`src/rtl/lcs_pkg.sv`:
```
package lcs_pkg;
    localparam int LC_W = 3;
    typedef enum logic [LC_W-1:0] {
        LC_OFF  = 3'd0,
        LC_SAFE = 3'd1,
        LC_COLD = 3'd2,
        LC_WARM = 3'd3,
        LC_OPER = 3'd4
    } lc_state_t;
endpackage

```
`src/rtl/lcs_req_check.sv`:
```
module lcs_req_check
    import lcs_pkg::*;
#(
    parameter int NUM_WRQ = 2
) (
    input  lc_state_t          cur,
    input  logic               cold_done,
    input  logic               sw_init_done,
    input  logic [NUM_WRQ-1:0] warm_req,
    output logic               wrq_any,
    output logic               illegal_hit
);
    logic cold_bad, sw_bad, wrq_bad;

    assign wrq_any = |warm_req;

    always_comb begin
        cold_bad = cold_done && (cur != LC_COLD);
        sw_bad   = sw_init_done && (cur != LC_WARM);
        unique case (cur)
            LC_OFF, LC_SAFE, LC_COLD: wrq_bad = wrq_any;
            default:                  wrq_bad = 1'b0;
        endcase
        illegal_hit = cold_bad | sw_bad | wrq_bad;
    end
endmodule

```
`src/rtl/lcs_fsm.sv`:
```
module lcs_fsm
    import lcs_pkg::*;
(
    input  logic      clk,
    input  logic      rst_n,
    input  logic      supply_on,
    input  logic      por,
    input  logic      vmon_ok,
    input  logic      cold_done,
    input  logic      sw_init_done,
    input  logic      wrq_any,
    output lc_state_t state_q
);
    lc_state_t state_d;
    logic      force_safe;

    assign force_safe = !supply_on || por || !vmon_ok;

    always_ff @(posedge clk or negedge rst_n) begin
        if (!rst_n) state_q <= LC_OFF;
        else        state_q <= state_d;
    end

    always_comb begin
        state_d = state_q;
        unique case (state_q)
            LC_OFF: begin
                if (supply_on) state_d = LC_SAFE;
            end
            LC_SAFE: begin
                if (!supply_on)      state_d = LC_OFF;
                else if (!force_safe) state_d = LC_COLD;
            end
            LC_COLD: begin
                if (force_safe)     state_d = LC_SAFE;
                else if (cold_done) state_d = LC_WARM;
            end
            LC_WARM: begin
                if (force_safe)        state_d = LC_SAFE;
                else if (sw_init_done) state_d = LC_OPER;
            end
            LC_OPER: begin
                if (force_safe)   state_d = LC_SAFE;
                else if (wrq_any) state_d = LC_WARM;
            end
            default: state_d = LC_SAFE;
        endcase
    end


    off_entry_chk: assert property (@(posedge clk) disable iff (!rst_n)
        (state_q == LC_OFF && $past(state_q) != LC_OFF) |-> ($past(state_q) == LC_SAFE));


    force_safe_chk: assert property (@(posedge clk) disable iff (!rst_n)
        ((state_q == LC_COLD || state_q == LC_WARM || state_q == LC_OPER) && (por || !vmon_ok || !supply_on))
        |=> (state_q == LC_SAFE));


    cold_adv_chk: assert property (@(posedge clk) disable iff (!rst_n)
        (state_q == LC_COLD && cold_done && supply_on && !por && vmon_ok) |=> (state_q == LC_WARM));


    warm_exit_chk: assert property (@(posedge clk) disable iff (!rst_n)
        ($past(state_q) == LC_WARM && state_q == LC_OPER) |-> $past(sw_init_done));


    oper_wreq_chk: assert property (@(posedge clk) disable iff (!rst_n)
        (state_q == LC_OPER && wrq_any && supply_on && !por && vmon_ok) |=> (state_q == LC_WARM));
endmodule

```
`src/rtl/lcs_out_dec.sv`:
```
module lcs_out_dec
    import lcs_pkg::*;
(
    input  lc_state_t cur,
    output logic      warm_rst,
    output logic      cpu_en,
    output logic      io_hiz
);
    always_comb begin
        unique case (cur)
            LC_WARM, LC_OPER: begin
                warm_rst = 1'b0;
                cpu_en   = 1'b1;
                io_hiz   = 1'b0;
            end
            default: begin
                warm_rst = 1'b1;
                cpu_en   = 1'b0;
                io_hiz   = 1'b1;
            end
        endcase
    end
endmodule

```
`src/rtl/dev_lifecycle_ctrl.sv`:
```
module dev_lifecycle_ctrl
    import lcs_pkg::*;
#(
    parameter int NUM_WRQ = 2
) (
    input  logic               clk,
    input  logic               rst_n,
    input  logic               supply_on,
    input  logic               por,
    input  logic               vmon_ok,
    input  logic               cold_done,
    input  logic               sw_init_done,
    input  logic [NUM_WRQ-1:0] warm_req,
    output logic [LC_W-1:0]    state,
    output logic               warm_rst,
    output logic               cpu_en,
    output logic               io_hiz,
    output logic               illegal_seen
);
    lc_state_t cur;
    logic      wrq_any;
    logic      illegal_hit;
    logic      illegal_q;

    lcs_req_check #(.NUM_WRQ(NUM_WRQ)) u_chk (
        .cur          (cur),
        .cold_done    (cold_done),
        .sw_init_done (sw_init_done),
        .warm_req     (warm_req),
        .wrq_any      (wrq_any),
        .illegal_hit  (illegal_hit)
    );

    lcs_fsm u_fsm (
        .clk          (clk),
        .rst_n        (rst_n),
        .supply_on    (supply_on),
        .por          (por),
        .vmon_ok      (vmon_ok),
        .cold_done    (cold_done),
        .sw_init_done (sw_init_done),
        .wrq_any      (wrq_any),
        .state_q      (cur)
    );

    lcs_out_dec u_dec (
        .cur      (cur),
        .warm_rst (warm_rst),
        .cpu_en   (cpu_en),
        .io_hiz   (io_hiz)
    );

    always_ff @(posedge clk or negedge rst_n) begin
        if (!rst_n)           illegal_q <= 1'b0;
        else if (illegal_hit) illegal_q <= 1'b1;
    end

    assign state        = cur;
    assign illegal_seen = illegal_q;


    illegal_sticky_chk: assert property (@(posedge clk) disable iff (!rst_n)
        illegal_q |=> illegal_q);


    wrst_release_chk: assert property (@(posedge clk) disable iff (!rst_n)
        $fell(warm_rst) |-> (cur == LC_WARM && $past(cur) == LC_COLD || $past(cur) == LC_OPER || cur == LC_WARM));
endmodule

```
`config.mk`:
```
export PLATFORM = sky130hd
export DESIGN_NAME = dev_lifecycle_ctrl
export DESIGN_NICKNAME = d
export VERILOG_FILES = /design/src/rtl/lcs_pkg.sv /design/src/rtl/lcs_req_check.sv /design/src/rtl/lcs_fsm.sv /design/src/rtl/lcs_out_dec.sv /design/src/rtl/dev_lifecycle_ctrl.sv
export SDC_FILE = /design/constraint.sdc
export NUM_CORES = 1
export LEC_CHECK = 0
export ABC_CLOCK_PERIOD_IN_PS = 1470
export BUFFER_PORTS_ARGS = -buffer_cell sky130_fd_sc_hd__buf_2
export CAP_MARGIN = 30
export CELL_PAD_IN_SITES_DETAIL_PLACEMENT = 0
export CELL_PAD_IN_SITES_GLOBAL_PLACEMENT = 2
export CORE_MARGIN = 2
export CORE_UTILIZATION = 25
export CTS_BUF_LIST = sky130_fd_sc_hd__clkbuf_4
export CTS_CLUSTER_SIZE = 30
export DETAILED_ROUTE_END_ITERATION = 8
export PLACE_DENSITY_LB_ADDON = 0.1
export SLEW_MARGIN = 0
export SYNTH_ARGS = -nofsm -noshare
export SYNTH_HDL_FRONTEND = slang
export SYNTH_SLANG_ARGS = --single-unit
```
`constraint.sdc`:
```
create_clock -name clk -period 1.47 [get_ports clk]
set_input_delay 0 -clock clk [delete_from_list [all_inputs] [get_ports clk]]
set_output_delay 0 -clock clk [all_outputs]
set_load 0.05 [all_outputs]
```
==> results by group, run 1 <==
Placed design
  – Buffers on Ports: 15
  – RePlAce Congestion: around 0.75
  – DP Wirelength: ~640 µm
  – Dpl ws: 0.1114 ns
  – Placed cell areas: 412.9 µm²

Timing
  – Max-slew headroom: 0.8365
  – Peak Freq: about 0.72 GHz
  – Final period utilization: 0.9455
  – Fin worst setup slack: 0.08007 ns
  – Clock Skew: 0.01207 ns
  – Worst-Margin Slew: roughly 0.25 ns
  – Final Hold Viols: 0
  – RSZ-0062 raised after global routing: no
  – Slew Viols, Final: 0
  – Min Tclk post-route: 1.390 ns
  – Final setup vio count: 0
  – Fin Setup TNS: 0 ns

Final layout
  – Ant. Diodes: 0
  – Final net count: 64
  – Share of cells above drive strength 1: 0.5370
  – Fin area: 488.0 µm²
  – Synth-to-layout area growth: 50.00%
  – # fillers: approximately 100

CTS
  – Num CTS Buffers: 3
  – Clock-pin transition on the worst setup and hold timing paths: 0.05 ns
  – Quantity of gates resized following cts: 0
  – Bufs on Longest Clock Path: 2
  – Root Driver: clkbuf_4
  – Clock latency on the worst-skew pair: between 0.2 and 0.25 ns
  – CTS HTree Levels: 1
  – TritonCTS clock tree: done
  – Clk sinks: 4

Floorplan
  – # rows: 12
  – Die height: 40.07 µm
  – Core area: 1156 µm²
  – I/O pins: 16
  – Initial Utilization: 0.2814
  – Die Wd: 40.07 µm
  – Die area: roughly 1600 µm²

Synth
  – Sequential fraction of the synthesis area: 0.3077
  – Syn Std Cell Area: 325.3 µm²
  – Syn Nets: 44
  – Mean Syn Cell Area: slightly above 9 µm²
  – Distinct cell type count after synthesis: 24
  – Flops & latches, synth: 4
  – Yosys Warn Count: 0
  – Mapped Cells: 35

Global route
  – Global-route wire length before repair: 1248 µm
  – Vias in the first global route: about 300
  – Pin count of the biggest net entering global routing: 12
  – Most used routing layer: met2
  – Grt met1 use: 0.1424
  – Antenna violations before repair: 0
  – GRT met3 Usage: 0.01667
  – Global Route Usage Sum: 0.1253
  – Met2 GRT Util: 0.1935
  – GRT overflow: 0

Drt
  – Final ANT Viol Nets: 0
  – DRC Markers: 0
  – Wire per inst: approximately 13 µm
  – Avg Vias per Cell: 5.265
  – Via Count: 358
  – DR iter-0 viols: 10
  – Final wirelength: 874 µm
  – Pre-Repair DR Iteration Count: 4

Critical path
  – Worst reg-to-reg path cell count: 3
  – Bufs and invs on worst path: 2
  – Crit path depth: 4
  – Data arrival time of the worst path: 1.39 ns
  – Crit. End Element: output port
  – CP max stage delay: 0.47 ns
  – CP Cell Sequence: nand3b_1 -> o21ai_4 -> clkinvlp_4 -> buf_2
  – Startpoint Class: flip-flop
  – Cell family with most CP delay: flip-flops
  – Reg2Reg Setup Slack: around 0.090 ns
  – CP Data Required Time: 1.47 ns
  – Max Fanout on Critical Path: 9
  – Slowest CP cell: dfrtp_2
  – Critical path class: flip-flop to output port

Job
  – Max_cap viols: 0

Power
  – Power Total: 361.7 µW
  – Leakage power: between 0.2 and 0.25 nW
  – PwrDens: ~740 nW/µm²
  – Worst vdd ir: approximately 0.32 mV

Hold path
  – Worst hold path type: input pin to asynchronous set/reset pin

Status
  – Status: finished clean
-- cell usage after synthesis, drive strengths merged --
cell | number | area (µm²)
buf | 4 | 31.27
dfrtp | 4 | 100.1
nor2 | 4 | 15.01
a21oi | 2 | 10.01
inv | 2 | 7.510
nand3b | 2 | 15.01
nor2b | 2 | 12.51
nor4 | 2 | 27.53
o21ai | 2 | 10.00
a221o | 1 | 10.01
a22oi | 1 | 7.510
a2bb2oi | 1 | 8.760
a311o | 1 | 10.01
and4b | 1 | 10.01
mux2i | 1 | 10.01
nand2b | 1 | 6.260
o21bai | 1 | 7.510
o22ai | 1 | 6.260
o32a | 1 | 10.01
or4b | 1 | 10.01
-- final cells by class --
class	count	area (µm²)	area share
clock buffers	4	30.03	0.06154
multi-input cells	25	205.2	0.4205
repair buffers	19	120.1	0.2462
inverters	2	11.26	0.02308
well taps	14	17.52	0.03590
flip-flops and latches	4	103.9	0.2128
-- registers in the layout, indices dropped and copies added, names as in the netlist --
name	flops
illegal_seen	1
u_fsm.state_q	3
-- cells by family after synthesis --
family          Yosys count  synth area share
flops                     4            0.3077
mux                       1           0.03077
buf+inv                   6            0.1192
compound gates           11            0.2462
simple gates             13            0.2961
-- through the flow --
| stage | utilization | hold slack [ns] | instances |
|---|---|---|---|
| 3_5_place_dp | 0.3571 | -0.1897 | 60 |
| 4_1_cts | 0.3983 | 0.07944 | 66 |
| 2_1_floorplan | - | -0.2956 | 35 |
| 5_1_grt | 0.4221 | 0.1020 | 68 |
| 3_3_place_gp | 0.3571 | -0.1968 | 60 |
| 6_report | 0.4221 | 0.08073 | 68 |
-- power by group --
part / internal (mW) / total (mW) / switching, mW
logic: 0.0277 / 0.0634 / 0.0357
clock network: 0.121 / 0.174 / 0.0536
registers: 0.114 / 0.124 / 0.0101
total: 0.262 / 0.362 / 0.0995
-- worst register-to-register path, delay by kind of cell, from the launching register on --
kind            cells  cell delay, ns
simple gates        1            0.26
compound gates      1            0.33
buf+inv             1            0.20
flops               1            0.47
-- per-layer routing --
metal  vias up  wire length (µm)  share of wire
met2        20               412           0.47
met5         -                 0              0
li1        170                 -              -
met1       166               369           0.42
met4         0                19          0.022
met3         2                72          0.082
-- path summary, 6_finish.rpt --
kind,from,end
setup / recovery,u_fsm.state_q[2]$_DFFE_PN0P_,io_hiz
hold / removal,rst_n,u_fsm.state_q[0]$_DFFE_PN0P_
max in group asynchronous,rst_n,u_fsm.state_q[2]$_DFFE_PN0P_
hold reg to reg,illegal_seen$_DFFE_PN0P_,illegal_seen$_DFFE_PN0P_
setup reg to reg,u_fsm.state_q[2]$_DFFE_PN0P_,illegal_seen$_DFFE_PN0P_
min in group clk,por,u_fsm.state_q[1]$_DFFE_PN0P_
-- timing repair --
| item | in CTS | in global routing |
|---|---|---|
| hold buffers | 1 | 0 |
| endpoints found under the hold margin | 4 | 0 |
| endpoints found under the setup margin | 2 | 2 |
| setup buffers | 1 | 2 |
-- cell usage in the layout (no fill, tap or decap) --
cell type,netlist,routed
a21oi_1,2,2
a221o_1,1,1
a22oi_1,1,1
a2bb2oi_1,1,1
a311o_1,1,1
and4b_1,1,1
buf_12,0,1
buf_2,1,15
buf_4,2,2
clkbuf_4,0,4
clkinvlp_4,0,1
dfrtp_1,4,1
dfrtp_2,0,3
dlygate4sd3_1,0,1
inv_1,2,1
mux2i_1,1,1
nand2b_4,0,1
nand3b_1,2,2
nor2_1,4,4
nor2b_1,2,2
nor4_1,1,1
nor4_4,1,1
o21ai_1,1,1
o21ai_4,0,1
o21bai_1,1,1
o22ai_1,1,1
o32a_1,1,1
or4b_1,1,1
(Power assumes the default switching activity.)
==> inputs of run 2 (changes only) <==
--- a/config.mk
+++ b/config.mk
@@ -5,13 +5,13 @@
 export SDC_FILE = /design/constraint.sdc
 export NUM_CORES = 1
 export LEC_CHECK = 0
-export ABC_CLOCK_PERIOD_IN_PS = 1470
+export ABC_CLOCK_PERIOD_IN_PS = 1220
 export BUFFER_PORTS_ARGS = -buffer_cell sky130_fd_sc_hd__buf_2
 export CAP_MARGIN = 30
 export CELL_PAD_IN_SITES_DETAIL_PLACEMENT = 0
 export CELL_PAD_IN_SITES_GLOBAL_PLACEMENT = 2
 export CORE_MARGIN = 2
-export CORE_UTILIZATION = 25
+export CORE_UTILIZATION = 22
 export CTS_BUF_LIST = sky130_fd_sc_hd__clkbuf_4
 export CTS_CLUSTER_SIZE = 30
 export DETAILED_ROUTE_END_ITERATION = 8
==> constraint.sdc (replaced) <==
create_clock -name clk -period 1.22 [get_ports clk]
set_input_delay 0 -clock clk [delete_from_list [all_inputs] [get_ports clk]]
set_output_delay 0 -clock clk [all_outputs]
set_load 0.05 [all_outputs]
==> run 2 against run 1 <==
The run now ends with negative setup slack left. Clock power is 28% higher. Wire length is 14% higher. Clock skew is 0.011 ns lower. Count of clock-buffer cells in the layout stayed put. Worst setup slack worse by 0.25 ns. Via count is 9.2% higher. Die area is 12% higher. Critical endpoint unchanged. Largest cell class unchanged.
==> results by group, run 2 (synthesis results as in run 1) <==
Global route
  – Global-route wire length before repair: 1476 µm (was 1248 µm)
  – Global Route Usage Sum: 0.1155 (was 0.1253)
  – Antenna violations before repair: 0 (unchanged)
  – GRT overflow: 0 (unchanged)
  – Vias in the first global route: 341 (was 296)
  – Pin count of the biggest net entering global routing: 9 (was 12)

Timing
  – Clock Skew: 0.0007250 ns (was 0.01207 ns)
  – Fin Setup TNS: -0.6648 ns (was 0 ns)
  – Final Hold Viols: 0 (unchanged)
  – Slew Viols, Final: 0 (unchanged)
  – Min Hold Slack: 0.06593 ns (was 0.08073 ns)
  – Fin worst setup slack: -0.1738 ns (was 0.08007 ns)
  – Max-slew headroom: 0.8339 (was 0.8365)
  – Min Tclk post-route: 1.394 ns
  – Worst-Margin Slew: 0.2508 ns (was 0.2453 ns)
  – Final setup vio count: 5 (was 0)
  – Peak Freq: 0.7175 GHz
  – Final period utilization: 1.142
  – RSZ-0062 raised after global routing: yes (was no)

Final layout
  – Finished Layout Cells: 78 (was 68)
  – Most flop-heavy register: u_fsm.state_q (unchanged)
  – # fillers: 147 (was 104)
  – Util after Layout: 0.4503 (was 0.4221)
  – Synth-to-layout area growth: 84.62% (was 50.00%)
  – Number of flip-flops in the largest register: 3 (unchanged)
  – Ant. Diodes: 0 (unchanged)
  – Fin area: 600.6 µm² (was 488.0 µm²)
  – Final net count: 73 (was 64)
  – Most frequent cells in the layout: buf_2, buf_4, nor2_1, clkbuf_4 (was buf_2, nor2_1, clkbuf_4)
  – Most common cell after layout, fill and taps aside: buf_2 (unchanged)
  – Share of cells above drive strength 1: 0.6190 (was 0.5370)

Placed design
  – Buffers on Ports: 15 (unchanged)
  – Dpl ws: -0.01609 ns (was 0.1114 ns)
  – DP Wirelength: 692 µm (was 644.3 µm)
  – Placed cell areas: 457.9 µm² (was 412.9 µm²)
  – RePlAce Congestion: 0.7219 (was 0.7514)
  – Placed cells: 66 (was 60)

Floorplan
  – Die height: 42.46 µm (was 40.07 µm)
  – Die area: 1802 µm² (was 1606 µm²)
  – Initial Utilization: 0.2439 (was 0.2814)
  – I/O pins: 16 (unchanged)
  – Die Wd: 42.46 µm (was 40.07 µm)
  – # rows: 13 (was 12)
  – Core area: 1334 µm² (was 1156 µm²)

CTS
  – Root Driver: clkbuf_4 (unchanged)
  – Clock-pin transition on the worst setup and hold timing paths: 0.04 ns (was 0.05 ns)
  – Clk sinks: 4 (unchanged)
  – CTS HTree Levels: 1 (unchanged)
  – TritonCTS clock tree: done (unchanged)
  – Num CTS Buffers: 3 (unchanged)
  – Bufs on Longest Clock Path: 2 (unchanged)
  – Clock latency on the worst-skew pair: 0.25 ns (was 0.24 ns)

Critical path
  – Data arrival time of the worst path: 1.39 ns (about the same)
  – Bufs and invs on worst path: 3 (was 2)
  – Max Fanout on Critical Path: 4 (was 9)
  – CP Data Required Time: 1.22 ns (was 1.47 ns)
  – Cell family with most CP delay: buffers and inverters (was flip-flops)
  – Startpoint Class: flip-flop (unchanged)
  – Crit. End Element: output port (unchanged)
  – CP max stage delay: 0.42 ns (was 0.47 ns)
  – Critical path class: flip-flop to output port (unchanged)
  – Slowest CP cell: dfrtp_2 (unchanged)
  – CP Cell Sequence: buf_6 -> nand2b_4 -> o21ai_4 -> clkinvlp_4 -> buf_8 (was nand3b_1 -> o21ai_4 -> clkinvlp_4 -> buf_2)

Power
  – Seq pwr share: 0.305 (was 0.342)
  – Switching pwr: 138.2 µW (was 99.46 µW)
  – Power Total: 472.8 µW (was 361.7 µW)
  – Power share of the clock group: 0.469 (was 0.482)
  – Leakage power: 0.2643 nW (was 0.2033 nW)
  – Worst vdd ir: 0.9244 mV (was 0.3243 mV)
  – Sw Share: 0.2923 (was 0.2750)
  – PwrDens: 787.3 nW/µm² (was 741.1 nW/µm²)
  – Internal: 334.6 µW (was 262.2 µW)
  – Comb pwr share: 0.226 (was 0.175)

Drt
  – Pre-Repair DR Iteration Count: 4 (unchanged)
  – Avg Vias per Cell: 5.013 (was 5.265)
  – Final ANT Viol Nets: 0 (unchanged)
  – DR iter-0 viols: 5 (was 10)
  – Final wirelength: 999 µm (was 874 µm)
  – Wire per inst: 12.81 µm (was 12.85 µm)
  – Via Count: 391 (was 358)
  – DRC Markers: 0 (unchanged)

Job
  – Max_cap viols: 0 (unchanged)

Status
  – Status: complete, but fails checks (was finished clean)
  – Failing checks: negative setup slack

Hold path
  – Worst hold path type: input pin to flip-flop (was input pin to asynchronous set/reset pin)
[run 2: final timing paths]
kind | from | cells past startpoint | end | slack (ns)
setup / recovery | u_fsm.state_q[1]$_DFFE_PN0P_ | 5 | io_hiz | -0.17
setup reg to reg | u_fsm.state_q[1]$_DFFE_PN0P_ | 5 | u_fsm.state_q[0]$_DFFE_PN0P_ | -0.14
min in group asynchronous | rst_n | 2 | u_fsm.state_q[2]$_DFFE_PN0P_ | 0.08
hold / removal | por | 3 | u_fsm.state_q[1]$_DFFE_PN0P_ | 0.07
hold reg to reg | illegal_seen$_DFFE_PN0P_ | 1 | illegal_seen$_DFFE_PN0P_ | 0.49
max in group asynchronous | rst_n | 2 | u_fsm.state_q[1]$_DFFE_PN0P_ | 1.01
[run 2: power by group through the flow]
stage                     sequential [mW]  clock (mW)  combinational (mW)
after CTS                           0.145       0.221              0.0983
final                               0.144       0.222               0.107
after detailed placement            0.147           0              0.0874
after global placement              0.148           0              0.0874
after global routing                0.145       0.239               0.115
after floorplan                     0.153           0              0.0485
[run 2: worst reg2reg max path: stages (launching register included)]
cell and delay [ns]:
dfrtp_2 0.42, buf_4 0.14, buf_4 0.13, nor4_4 0.14
a22oi_1 0.12, o32a_1 0.28
[run 2: cell type report]
cell class / count / area, µm² / share of cell area
clock buffers: 4 / 30.03 / 0.05000
repair buffers: 28 / 216.5 / 0.3604
multi-input cells: 25 / 220.2 / 0.3667
flip-flops and latches: 4 / 103.9 / 0.1729
inverters: 2 / 11.26 / 0.01875
well taps: 15 / 18.77 / 0.03125
[run 2: what timing repair did]
item                                    CTS  global route
pin swaps                                 5             3
gates resized for setup                  12             1
endpoints found under the setup margin    5             7
setup buffers                             5             3
endpoints found under the hold margin     4             0
hold buffers                              1             0
[run 2: metal layers]
metal	global-route usage	wire length (µm)	share of wire
met1	0.1318	380	0.38
met5	0	0	0
met2	0.1785	501	0.50
met4	0.05625	32	0.032
met3	0.05603	84	0.084
